`src/rtl/wdog_pkg.sv`:
```
package wdog_pkg;

    localparam int unsigned BUS_DW = 32;
    localparam int unsigned CTRL_W = 11;

    localparam logic [7:0] OFF_ID     = 8'h00;
    localparam logic [7:0] OFF_CTRL   = 8'h10;
    localparam logic [7:0] OFF_KICK   = 8'h14;
    localparam logic [7:0] OFF_UNLOCK = 8'h18;
    localparam logic [7:0] OFF_STAT   = 8'h1C;

    localparam logic [BUS_DW-1:0] KEY_UNLOCK = 32'h0000_5AA5;
    localparam logic [BUS_DW-1:0] KEY_KICK   = 32'h0000_CAFE;

    // Field order matters: software sees these bit positions.
    typedef struct packed {
        logic [2:0] final_code; // [10:8]
        logic [3:0] warn_code;  // [7:4]
        logic       rst_en;     // [3]
        logic       int_en;     // [2]
        logic       bus_clk;    // [1]
        logic       enable;     // [0]
    } ctrl_t;

    typedef enum logic {
        ST_WARN  = 1'b0,
        ST_FINAL = 1'b1
    } stage_e;

    // Exponent of the warning interval for a 4-bit code.
    function automatic logic [4:0] warn_shift(input logic [3:0] code);
        logic [4:0] c;
        c = {1'b0, code};
        if (code <= 4'd2)      return 5'd6 + (c << 1);
        else if (code <= 4'd7) return 5'd8 + c;
        else                   return (c << 1) + 5'd1;
    endfunction

    // Exponent of the final interval for a 3-bit code.
    function automatic logic [4:0] final_shift(input logic [2:0] code);
        return 5'd7 + {2'b00, code};
    endfunction

endpackage

```
`src/rtl/wdog_tick_sync.sv`:
```
module wdog_tick_sync #(
    parameter int unsigned SYNC_STAGES = 2
) (
    input  logic clk_i,
    input  logic rst_ni,
    input  logic ext_clk_i,
    output logic tick_o
);
    localparam int unsigned MSB = SYNC_STAGES - 1;

    typedef struct packed {
        logic [SYNC_STAGES-1:0] chain;
        logic                   last;
    } sync_t;

    sync_t sync_d, sync_q;

    always_comb begin
        sync_d       = sync_q;
        sync_d.chain = (sync_q.chain << 1) | SYNC_STAGES'(ext_clk_i);
        sync_d.last  = sync_q.chain[MSB];
    end

    always_ff @(posedge clk_i or negedge rst_ni) begin
        if (!rst_ni) sync_q <= '0;
        else         sync_q <= sync_d;
    end

    assign tick_o = sync_q.chain[MSB] & ~sync_q.last;

endmodule

```
`src/rtl/wdog_regs.sv`:
```
module wdog_regs
    import wdog_pkg::*;
#(
    parameter int unsigned       ADDR_W   = 5,
    parameter logic [BUS_DW-1:0] ID_VALUE = 32'h0057_D0A1
) (
    input  logic              clk_i,
    input  logic              rst_ni,
    input  logic              psel_i,
    input  logic              penable_i,
    input  logic              pwrite_i,
    input  logic [ADDR_W-1:0] paddr_i,
    input  logic [BUS_DW-1:0] pwdata_i,
    input  logic              warn_expire_i,
    output logic [BUS_DW-1:0] prdata_o,
    output ctrl_t             ctrl_o,
    output logic              flag_o,
    output logic              kick_o
);
    localparam logic [ADDR_W-1:0] A_ID     = ADDR_W'(OFF_ID);
    localparam logic [ADDR_W-1:0] A_CTRL   = ADDR_W'(OFF_CTRL);
    localparam logic [ADDR_W-1:0] A_KICK   = ADDR_W'(OFF_KICK);
    localparam logic [ADDR_W-1:0] A_UNLOCK = ADDR_W'(OFF_UNLOCK);
    localparam logic [ADDR_W-1:0] A_STAT   = ADDR_W'(OFF_STAT);

    typedef struct packed {
        ctrl_t ctrl;
        logic  unlock;
        logic  flag;
    } regs_t;

    regs_t state_d, state_q;
    logic  acc, wr;

    always_comb begin
        state_d = state_q;
        kick_o  = 1'b0;
        acc     = psel_i & penable_i;
        wr      = acc & pwrite_i;

        if (acc) begin
            state_d.unlock = 1'b0;
            if (wr) begin
                if (paddr_i == A_UNLOCK) begin
                    state_d.unlock = (pwdata_i == KEY_UNLOCK);
                end else if (paddr_i == A_CTRL) begin
                    if (state_q.unlock) state_d.ctrl = ctrl_t'(pwdata_i[CTRL_W-1:0]);
                end else if (paddr_i == A_KICK) begin
                    kick_o = state_q.unlock && (pwdata_i == KEY_KICK);
                end else if (paddr_i == A_STAT) begin
                    if (pwdata_i[0]) state_d.flag = 1'b0;
                end
            end
        end

        if (warn_expire_i) state_d.flag = 1'b1;
    end

    always_ff @(posedge clk_i or negedge rst_ni) begin
        if (!rst_ni) state_q <= '0;
        else         state_q <= state_d;
    end

    always_comb begin
        prdata_o = '0;
        if (paddr_i == A_ID)        prdata_o = ID_VALUE;
        else if (paddr_i == A_CTRL) prdata_o = {{(BUS_DW-CTRL_W){1'b0}}, state_q.ctrl};
        else if (paddr_i == A_STAT) prdata_o = {{(BUS_DW-1){1'b0}}, state_q.flag};
    end

    assign ctrl_o = state_q.ctrl;
    assign flag_o = state_q.flag;

endmodule

```
`src/rtl/wdog_stage_counter.sv`:
```
module wdog_stage_counter
    import wdog_pkg::*;
#(
    parameter int unsigned CNT_W        = 32,
    parameter int unsigned PULSE_CYCLES = 4
) (
    input  logic       clk_i,
    input  logic       rst_ni,
    input  logic       tick_i,
    input  logic       enable_i,
    input  logic       rst_en_i,
    input  logic [3:0] warn_code_i,
    input  logic [2:0] final_code_i,
    input  logic       kick_i,
    output logic       warn_expire_o,
    output logic       wdt_rst_o
);
    localparam int unsigned PW = $clog2(PULSE_CYCLES + 1);

    typedef struct packed {
        stage_e           stage;
        logic [CNT_W-1:0] cnt;
        logic [PW-1:0]    pulse;
    } cnt_t;

    cnt_t             cnt_d, cnt_q;
    logic [CNT_W-1:0] warn_last, final_last, limit;
    logic             at_end;

    always_comb begin
        warn_last     = (CNT_W'(1) << warn_shift(warn_code_i)) - CNT_W'(1);
        final_last    = (CNT_W'(1) << final_shift(final_code_i)) - CNT_W'(1);
        limit         = (cnt_q.stage == ST_WARN) ? warn_last : final_last;
        at_end        = (cnt_q.cnt >= limit);

        cnt_d         = cnt_q;
        warn_expire_o = 1'b0;

        if (cnt_q.pulse != '0) cnt_d.pulse = cnt_q.pulse - 1'b1;

        if (!enable_i || kick_i) begin
            cnt_d.cnt   = '0;
            cnt_d.stage = ST_WARN;
        end else if (tick_i) begin
            if (at_end) begin
                cnt_d.cnt = '0;
                if (cnt_q.stage == ST_WARN) begin
                    warn_expire_o = 1'b1;
                    cnt_d.stage   = ST_FINAL;
                end else begin
                    cnt_d.stage = ST_WARN;
                    if (rst_en_i) cnt_d.pulse = PW'(PULSE_CYCLES);
                end
            end else begin
                cnt_d.cnt = cnt_q.cnt + 1'b1;
            end
        end
    end

    always_ff @(posedge clk_i or negedge rst_ni) begin
        if (!rst_ni) cnt_q <= '{stage: ST_WARN, cnt: '0, pulse: '0};
        else         cnt_q <= cnt_d;
    end

    assign wdt_rst_o = (cnt_q.pulse != '0);

endmodule

```
`src/rtl/wdog_twostage.sv`:
```
module wdog_twostage
    import wdog_pkg::*;
#(
    parameter int unsigned       ADDR_W           = 5,
    parameter int unsigned       CNT_W            = 32,
    parameter int unsigned       SYNC_STAGES      = 2,
    parameter int unsigned       RST_PULSE_CYCLES = 4,
    parameter logic [BUS_DW-1:0] ID_VALUE         = 32'h0057_D0A1
) (
    input  logic              clk_i,
    input  logic              rst_ni,
    input  logic              psel_i,
    input  logic              penable_i,
    input  logic              pwrite_i,
    input  logic [ADDR_W-1:0] paddr_i,
    input  logic [31:0]       pwdata_i,
    output logic [31:0]       prdata_o,
    input  logic              ext_clk_i,
    output logic              irq_o,
    output logic              wdt_rst_o
);
    ctrl_t ctrl;
    logic  flag, kick, warn_expire, ext_tick, tick;

    wdog_regs #(
        .ADDR_W   (ADDR_W),
        .ID_VALUE (ID_VALUE)
    ) u_regs (
        .clk_i         (clk_i),
        .rst_ni        (rst_ni),
        .psel_i        (psel_i),
        .penable_i     (penable_i),
        .pwrite_i      (pwrite_i),
        .paddr_i       (paddr_i),
        .pwdata_i      (pwdata_i),
        .warn_expire_i (warn_expire),
        .prdata_o      (prdata_o),
        .ctrl_o        (ctrl),
        .flag_o        (flag),
        .kick_o        (kick)
    );

    wdog_tick_sync #(
        .SYNC_STAGES (SYNC_STAGES)
    ) u_sync (
        .clk_i     (clk_i),
        .rst_ni    (rst_ni),
        .ext_clk_i (ext_clk_i),
        .tick_o    (ext_tick)
    );

    assign tick = ctrl.bus_clk ? 1'b1 : ext_tick;

    wdog_stage_counter #(
        .CNT_W        (CNT_W),
        .PULSE_CYCLES (RST_PULSE_CYCLES)
    ) u_cnt (
        .clk_i         (clk_i),
        .rst_ni        (rst_ni),
        .tick_i        (tick),
        .enable_i      (ctrl.enable),
        .rst_en_i      (ctrl.rst_en),
        .warn_code_i   (ctrl.warn_code),
        .final_code_i  (ctrl.final_code),
        .kick_i        (kick),
        .warn_expire_o (warn_expire),
        .wdt_rst_o     (wdt_rst_o)
    );

    assign irq_o = flag & ctrl.int_en;

endmodule

```
`config.mk`:
```
export PLATFORM = sky130hd
export DESIGN_NAME = wdog_twostage
export DESIGN_NICKNAME = d
export VERILOG_FILES = /design/src/rtl/wdog_pkg.sv /design/src/rtl/wdog_tick_sync.sv /design/src/rtl/wdog_regs.sv /design/src/rtl/wdog_stage_counter.sv /design/src/rtl/wdog_twostage.sv
export SDC_FILE = /design/constraint.sdc
export NUM_CORES = 1
export LEC_CHECK = 0
export ABC_AREA = 1
export BUFFER_PORTS_ARGS = -buffer_cell sky130_fd_sc_hd__buf_2
export CAP_MARGIN = 15
export CORE_ASPECT_RATIO = 0.75
export CORE_MARGIN = 2
export CORE_UTILIZATION = 40
export DETAILED_ROUTE_END_ITERATION = 6
export REMOVE_ABC_BUFFERS = 1
export SETUP_SLACK_MARGIN = 0.5
export SLEW_MARGIN = 20
export SYNTH_ARGS = -nofsm -noshare
export SYNTH_HDL_FRONTEND = slang
export SYNTH_SLANG_ARGS = --single-unit
```
`constraint.sdc`:
```
create_clock -name clk_i -period 4.26 [get_ports clk_i]
set_input_delay 0.852 -clock clk_i [delete_from_list [all_inputs] [get_ports clk_i]]
set_output_delay 0.852 -clock clk_i [all_outputs]
set_load 0.02 [all_outputs]
```
==> results_dict.tcl, run 1 <==
set metrics [dict create \
    status "complete, no violations" \
    cts_max_level 2 \
    grt_pass1_vias 4962 \
    floorplan.core_area_um2 12840 \
    postPlaceCellArea_um2 5604 \
    place_inst 965 \
    ys_seq_area_frac 0.2498 \
    vias_per_cell 5.257 \
    pwr-share-seq 0.501 \
    ys_top_cells_by_area "dfrtp_1 25%, nand2_1 16%, ha_1 9.4%" \
    antenna_cells 0 \
    cts_tree "built" \
    ir_drop_v 0.0001499 \
    rsz0062_at_grt "yes" \
    ios 77 \
    syn_inst 750 \
    port_buffers 63 \
    syn_area_per_cell_um2 6.945 \
    wl_mm 15.92 \
    grt_overflow 0 \
    initial_core_util 0.4058 \
    grt_max_degree 35 \
    cpPeakStageDelay_ns 0.39 \
    combPwrFrac 0.073 \
    die_height_um 102.8 \
    power_w 0.0009891 \
    first_iter_violations 473 \
    async_flop_share 1.000 \
    ys_seq_elements 52 \
    final_cell_count_no_fill 1013 \
    cp_max_fo 8 \
    p_sw_frac 0.2395 \
    finalCritPeriodShare 0.9011 \
    crit_required_ns 4.45 \
    area_delta_synth_final_pct 22.10 \
    timing.final.hold_violations 0 \
    arrival_ns 4.03 \
    synth_edf_count 0 \
    r2r_cells 32 \
    cpMaxStageDelayCell "dfrtp_1" \
    post-route-util 0.4954 \
    design_area_um2 6360 \
    grt_first_pass_wirelength_mm 25.16 \
    synth_cell_types 45 \
    grtUsageTotal 0.2282 \
    clock_skew_ns 0.006889 \
    nets 923 \
    die_area_um2 13960 \
    ant_nets 0 \
    switching_power_w 0.0002368 \
    report.final.slew_viol_count 0 \
    synthFlopType "dfrtp_1" \
    cts_buffers 5 \
    die-width_um 135.8 \
    synth_top_area_share 0.2498 \
    setup_viol 0 \
    clkPwrFrac 0.426 \
    synth_area_um2 5209 \
    synth_common_cells "219 x nand2_1, 77 x nor2_1, 56 x inv_1, 52 x dfrtp_1, 41 x nand3_1" \
    synth_most_common_cell "nand2_1" \
    clk_latency_ns 0.30 \
    hold_class "flop to flop" \
    dp_hpwl_mm 11.57 \
    cts_root_buf "clkbuf_16" \
    layout-drive-gt1-share 0.2565 \
    cp-start-kind "flop" \
    cts_hold_buf 0 \
    drc_errors 0 \
    antenna_found_initial 0 \
    worst_slew_pin_slew_ns 0.7341 \
    p_int_w 0.0007522 \
    whs_path_depth 0 \
    max_cap_viol_count 0 \
    ys_warn_count 0 \
    clockBufferDepth 2 \
    finalCriticalPeriod_ns 3.839 \
    clkSinkCount 52 \
    clk_pin_slew_ns 0.07 \
    power_leakage_nw 3.214 \
    clock.fmax_ghz 0.2605 \
    slew_headroom 0.5093 \
    gp_congestion 0.9702 \
    yosysTopAreaCell "dfrtp_1" \
    vias 5325 \
    dr.pass1.iters 5 \
    end_kind "flop" \
    power-per-cell-area_nw_per_um2 155.5 \
    wl_per_cell_um 15.71 \
    critPathKind "flop to flop" \
    row_count 36 \
]
==> critical path, delay by kind of cell, from the launching register on <==
kind / cells / cell delay, ns
AND/OR/NAND/NOR: 22 / 2.09
buffers and inverters: 7 / 0.64
adder cells (fa/ha/maj): 3 / 0.56
flip-flops: 1 / 0.39
==> flip-flops by register name, summed over array words and instances (netlist names) <==
name,flops
u_regs.ctrl_o,11
u_regs.state_q,1
u_regs.flag_o,1
u_sync.sync_q,2
u_cnt.cnt_q,36
u_sync.sync_d,1
==> worst paths after layout <==
kind | startpoint | endpoint | slack [ns]
worst max-delay path | u_regs.ctrl_o[4] | u_cnt.cnt_q[30] | 0.42
worst min-delay path | u_sync.sync_q[1] | u_sync.sync_d[0] | 0.35
worst max register to register | u_regs.ctrl_o[4] | u_cnt.cnt_q[30] | 0.42
worst min register to register | u_sync.sync_q[1] | u_sync.sync_d[0] | 0.35
max in group asynchronous | rst_ni | u_cnt.cnt_q[23] | 2.87
min in group asynchronous | rst_ni | u_regs.ctrl_o[10] | 0.59
==> layer usage <==
layer,vias to the layer above,GRT usage,part of all wire
met4,0,0.06170,0.013
met1,2532,0.3410,0.51
met2,158,0.3384,0.42
met5,-,0,0
met3,20,0.04031,0.059
li1,2615,-,-
==> cell usage in the layout (no fill, tap or decap), types with 9 or more instances in the layout <==
master and instances:
a21oi_1 24, buf_2 63, buf_4 41, conb_1 14, dfrtp_1 50, ha_1 34
inv_1 50, inv_2 10, nand2_1 207, nand2_2 17, nand2_4 9, nand3_1 37
nand3b_1 29, nand4_1 17, nor2_1 69, nor2_2 15, nor2_4 9, nor3_1 22
nor4_1 12, o21ai_0 12, xor2_1 23
==> power by group through the flow <==
stage               clock network, W  registers [W]  logic [W]
floorplan                          0       0.000505  0.0000276
global placement                   0       0.000505  0.0000681
detailed placement                 0       0.000505  0.0000694
CTS                         0.000433       0.000495  0.0000709
global route                0.000459       0.000495  0.0000810
finish                      0.000421       0.000495  0.0000726
==> repair_timing <==
action | CTS | global route
cloned | 1 | 2
setup endpoints to repair | 37 | 37
resized for setup | 26 | 37
pin swaps | 15 | 31
setup buffers | 20 | 17
==> final cells by class <==
type / count / area [um^2]
clock buffer: 7 / 142.6
clock inverter: 1 / 7.507
fill: 1251 / 6477
inverter: 65 / 252.7
multi-input combinational: 604 / 3645
sequential: 52 / 1304
tap: 171 / 214.0
timing repair buffer: 113 / 794.5
==> stage by stage <==
| step | worst slack [ns] | hold slack (ns) | TNS [ns] |
|---|---|---|---|
| after floorplan | -0.2735 | 0.3312 | -2.619 |
| after global placement | 0.3179 | 0.3326 | 0 |
| after detailed placement | 0.09812 | 0.3347 | 0 |
| after CTS | 0.4957 | 0.3502 | 0 |
| after global routing | 0.1913 | 0.3758 | 0 |
| final | 0.4214 | 0.3483 | 0 |
==> logic make-up (layout without fill, tap and decap cells) <==
logic type / after synthesis / count (layout) / share of synthesized area
flip-flops: 52 / 52 / 0.2498
AND/OR/NAND/NOR: 464 / 464 / 0.4379
buffers and inverters: 106 / 186 / 0.09897
AO/OA/AOI/OAI: 55 / 55 / 0.06438
XOR/XNOR: 32 / 32 / 0.05381
other: 2 / 14 / 0.001442
adder cells (fa/ha/maj): 39 / 39 / 0.09368
Power figures use the tool's default switching activity.
==> run 2: changes to the inputs <==
--- a/config.mk
+++ b/config.mk
@@ -5,12 +5,12 @@
 export SDC_FILE = /design/constraint.sdc
 export NUM_CORES = 1
 export LEC_CHECK = 0
-export ABC_AREA = 1
 export BUFFER_PORTS_ARGS = -buffer_cell sky130_fd_sc_hd__buf_2
 export CAP_MARGIN = 15
 export CORE_ASPECT_RATIO = 0.75
 export CORE_MARGIN = 2
 export CORE_UTILIZATION = 40
+export CTS_CLUSTER_DIAMETER = 100
 export DETAILED_ROUTE_END_ITERATION = 6
 export REMOVE_ABC_BUFFERS = 1
 export SETUP_SLACK_MARGIN = 0.5
==> results_dict.tcl, run 2 <==
set metrics [dict create \
    wl_per_cell_um 17.31 \
    grt_pass1_vias 4112 \
    pwr-share-seq 0.501 \
    cp_max_fo 5 \
    ys_seq_area_frac 0.3047 \
    dr.pass1.iters 5 \
    die_height_um 93.48 \
    cts_tree "built" \
    synthFlopType "dfrtp_1" \
    vias 4326 \
    floorplan.core_area_um2 10330 \
    hp-start "u_sync.sync_q[1]" \
    slew_headroom 0.4420 \
    critPathKind "flop to flop" \
    rsz0062_at_grt "yes" \
    crit_required_ns 4.51 \
    nets 689 \
    grt_max_degree 45 \
    ys_top_cells_by_area "dfrtp_1 30%, ha_1 11%, a31oi_1 6.2%" \
    synth_fa_ha_area_frac 0.1143 \
    worst_slack_ns -0.1362 \
    regMostFlops "u_cnt.cnt_q" \
    dp_hpwl_mm 8.723 \
    syn_area_per_cell_um2 8.406 \
    hold_class "flop to flop" \
    wl_mm 12.88 \
    grt_overflow 0 \
    reg2reg_slack_ns -0.14 \
    post-route-util 0.5528 \
    synth_compound_area_frac 0.1904 \
    clk_pin_slew_ns 0.08 \
    r2r_cells 24 \
    arrival_ns 4.64 \
    ant_nets 0 \
    design_area_um2 5710 \
    synth_edf_count 0 \
    largest_reg_flops 36 \
    finalCriticalPeriod_ns 4.396 \
    synth_top_area_share 0.3047 \
    ios 77 \
    synth.area.mux_share 0.03633 \
    whs_path_depth 0 \
    row_count 32 \
    ys_warn_count 0 \
    power-per-cell-area_nw_per_um2 173.0 \
    yosysTopAreaCell "dfrtp_1" \
    clkPwrFrac 0.437 \
    cts_root_buf "clkbuf_16" \
    vias_per_cell 5.815 \
    tns_ns -2.477 \
    report.final.slew_viol_count 0 \
    r2r_start "u_regs.ctrl_o[4]" \
    clk_latency_ns 0.30 \
    min_to "u_sync.sync_d[0]" \
    layout-drive-gt1-share 0.3355 \
    p_int_w 0.0007395 \
    violations "setup timing" \
    holdWs_ns 0.3555 \
    switching_power_w 0.0002483 \
    clock_skew_ns 0.009835 \
    drc_errors 0 \
    setup_viol 31 \
    yosys.area_share.simple 0.2537 \
    layout_commonest_cell "buf_2" \
    die_area_um2 11530 \
    synth_cell_types 59 \
    max_cap_viol_count 0 \
    synth_area_um2 4270 \
    antenna_cells 0 \
    status "finished with violations" \
    timing.final.hold_violations 0 \
    clock.fmax_ghz 0.2275 \
    cts_hold_buf 0 \
    ys_seq_elements 52 \
    clkSinkCount 52 \
    gp_congestion 0.9139 \
    end_kind "flop" \
    port_buffers 63 \
    ir_drop_v 0.0001165 \
    finalCritPeriodShare 1.032 \
    r2r-end "u_cnt.cnt_q[35]" \
    synthXorXnorAreaFrac 0.02256 \
    synth_most_common_cell "dfrtp_1" \
    cts_max_level 2 \
    first_iter_violations 259 \
    area_delta_synth_final_pct 33.72 \
    grtUsageTotal 0.2337 \
    final_cell_mix "63 x buf_2, 51 x dfrtp_1, 44 x nand2_1, 39 x a31oi_1, 33 x ha_1" \
    antenna_found_initial 0 \
    synth_common_cells "52 x dfrtp_1, 46 x nand2_1, 42 x a31oi_1, 39 x ha_1, 38 x nor2_1" \
    cp-start-kind "flop" \
    async_flop_share 1.000 \
    clockBufferDepth 2 \
    p_sw_frac 0.2513 \
    initial_core_util 0.4134 \
    grt_first_pass_wirelength_mm 21.30 \
    cts_buffers 5 \
    syn_inst 508 \
    worst_slew_pin_slew_ns 0.8349 \
    die-width_um 123.3 \
    postPlaceCellArea_um2 4815 \
    combPwrFrac 0.062 \
    synth_top_family_by_area "simple AND/OR/NAND/NOR gates" \
    power_leakage_nw 2.656 \
]
[run 2: logic make-up (layout without fill, tap and decap cells)]
kind of cell             Yosys count  count (layout)
other                              2              14
XOR/XNOR                          11              11
adder cells (fa/ha/maj)           39              39
flip-flops                        52              52
multiplexers                      14              14
buffers and inverters             59             147
AO/OA/AOI/OAI                    129             129
AND/OR/NAND/NOR                  202             202
[run 2: worst max path at each step]
stage | start | to | slack, ns | cells after the start
global route | u_regs.ctrl_o[4] | u_cnt.cnt_q[9] | -0.33 | 27
detailed placement | u_regs.ctrl_o[4] | u_cnt.cnt_q[1] | -0.24 | 23
CTS | u_regs.ctrl_o[4] | u_cnt.cnt_q[35] | -0.05 | 22
global placement | u_regs.ctrl_o[4] | u_cnt.cnt_q[35] | -0.08 | 22
floorplan | u_regs.ctrl_o[5] | u_cnt.cnt_q[3] | -1.13 | 20
finish | u_regs.ctrl_o[4] | u_cnt.cnt_q[35] | -0.14 | 24
[run 2: power groups by stage]
stage / clock (W) / sequential [W] / combinational [W]
after detailed placement: 0 / 0.000505 / 0.0000605
after global routing: 0.000459 / 0.000495 / 0.0000680
after floorplan: 0 / 0.000505 / 0.0000220
after global placement: 0 / 0.000505 / 0.0000599
final: 0.000431 / 0.000495 / 0.0000614
after CTS: 0.000440 / 0.000495 / 0.0000613
[run 2: layout make-up]
class | count | area [um^2]
sequential | 52 | 1303
fill | 920 | 4619
inverter | 21 | 78.83
tap | 136 | 170.2
multi-input combinational | 409 | 3029
clock inverter | 3 | 27.53
clock buffer | 5 | 125.1
timing repair buffer | 118 | 977.2
[run 2: layer usage]
| layer | part of all wire | track usage | wire length, um |
|---|---|---|---|
| met5 | 0 | 0 | 0 |
| met1 | 0.48 | 0.3533 | 6201 |
| met2 | 0.45 | 0.3567 | 5823 |
| met3 | 0.057 | 0.03476 | 728 |
| met4 | 0.0098 | 0.03598 | 126 |
[run 2: metrics by stage]
| step | total power [W] | setup slack [ns] | cells |
|---|---|---|---|
| after floorplan | 0.0005268 | -1.129 | 482 |
| after global placement | 0.0005647 | -0.08177 | 711 |
| after detailed placement | 0.0005653 | -0.2380 | 711 |
| after CTS | 0.0009961 | -0.04743 | 740 |
| after global routing | 0.001022 | -0.3287 | 744 |
| final | 0.0009878 | -0.1362 | 744 |
[run 2: worst max-delay path, stage by stage, from the launching register on]
cell and delay [ns]:
dfrtp_1 0.39, inv_2 0.10, ha_4 0.15, nand2b_4 0.13, a21oi_4 0.05, o31a_1 0.34
nor2_2 0.14, nand2_2 0.09, or2_4 0.26, ha_4 0.17, or3_4 0.34, buf_6 0.13
nor2_4 0.06, a21oi_1 0.04, ha_1 0.31, buf_4 0.11, buf_4 0.09, a41oi_2 0.14
nor3_2 0.21, a21oi_4 0.09, buf_6 0.14, buf_6 0.13, buf_16 0.13, or4_4 0.53
nand2_1 0.07
[run 2: timing repair]
action / 4_1_cts / 5_1_grt
hold endpoints to repair: 0 / 0
pin swaps: 53 / 11
resized for setup: 72 / 13
setup buffers: 15 / 4
setup endpoints to repair: 37 / 37
cloned: 6 / 0
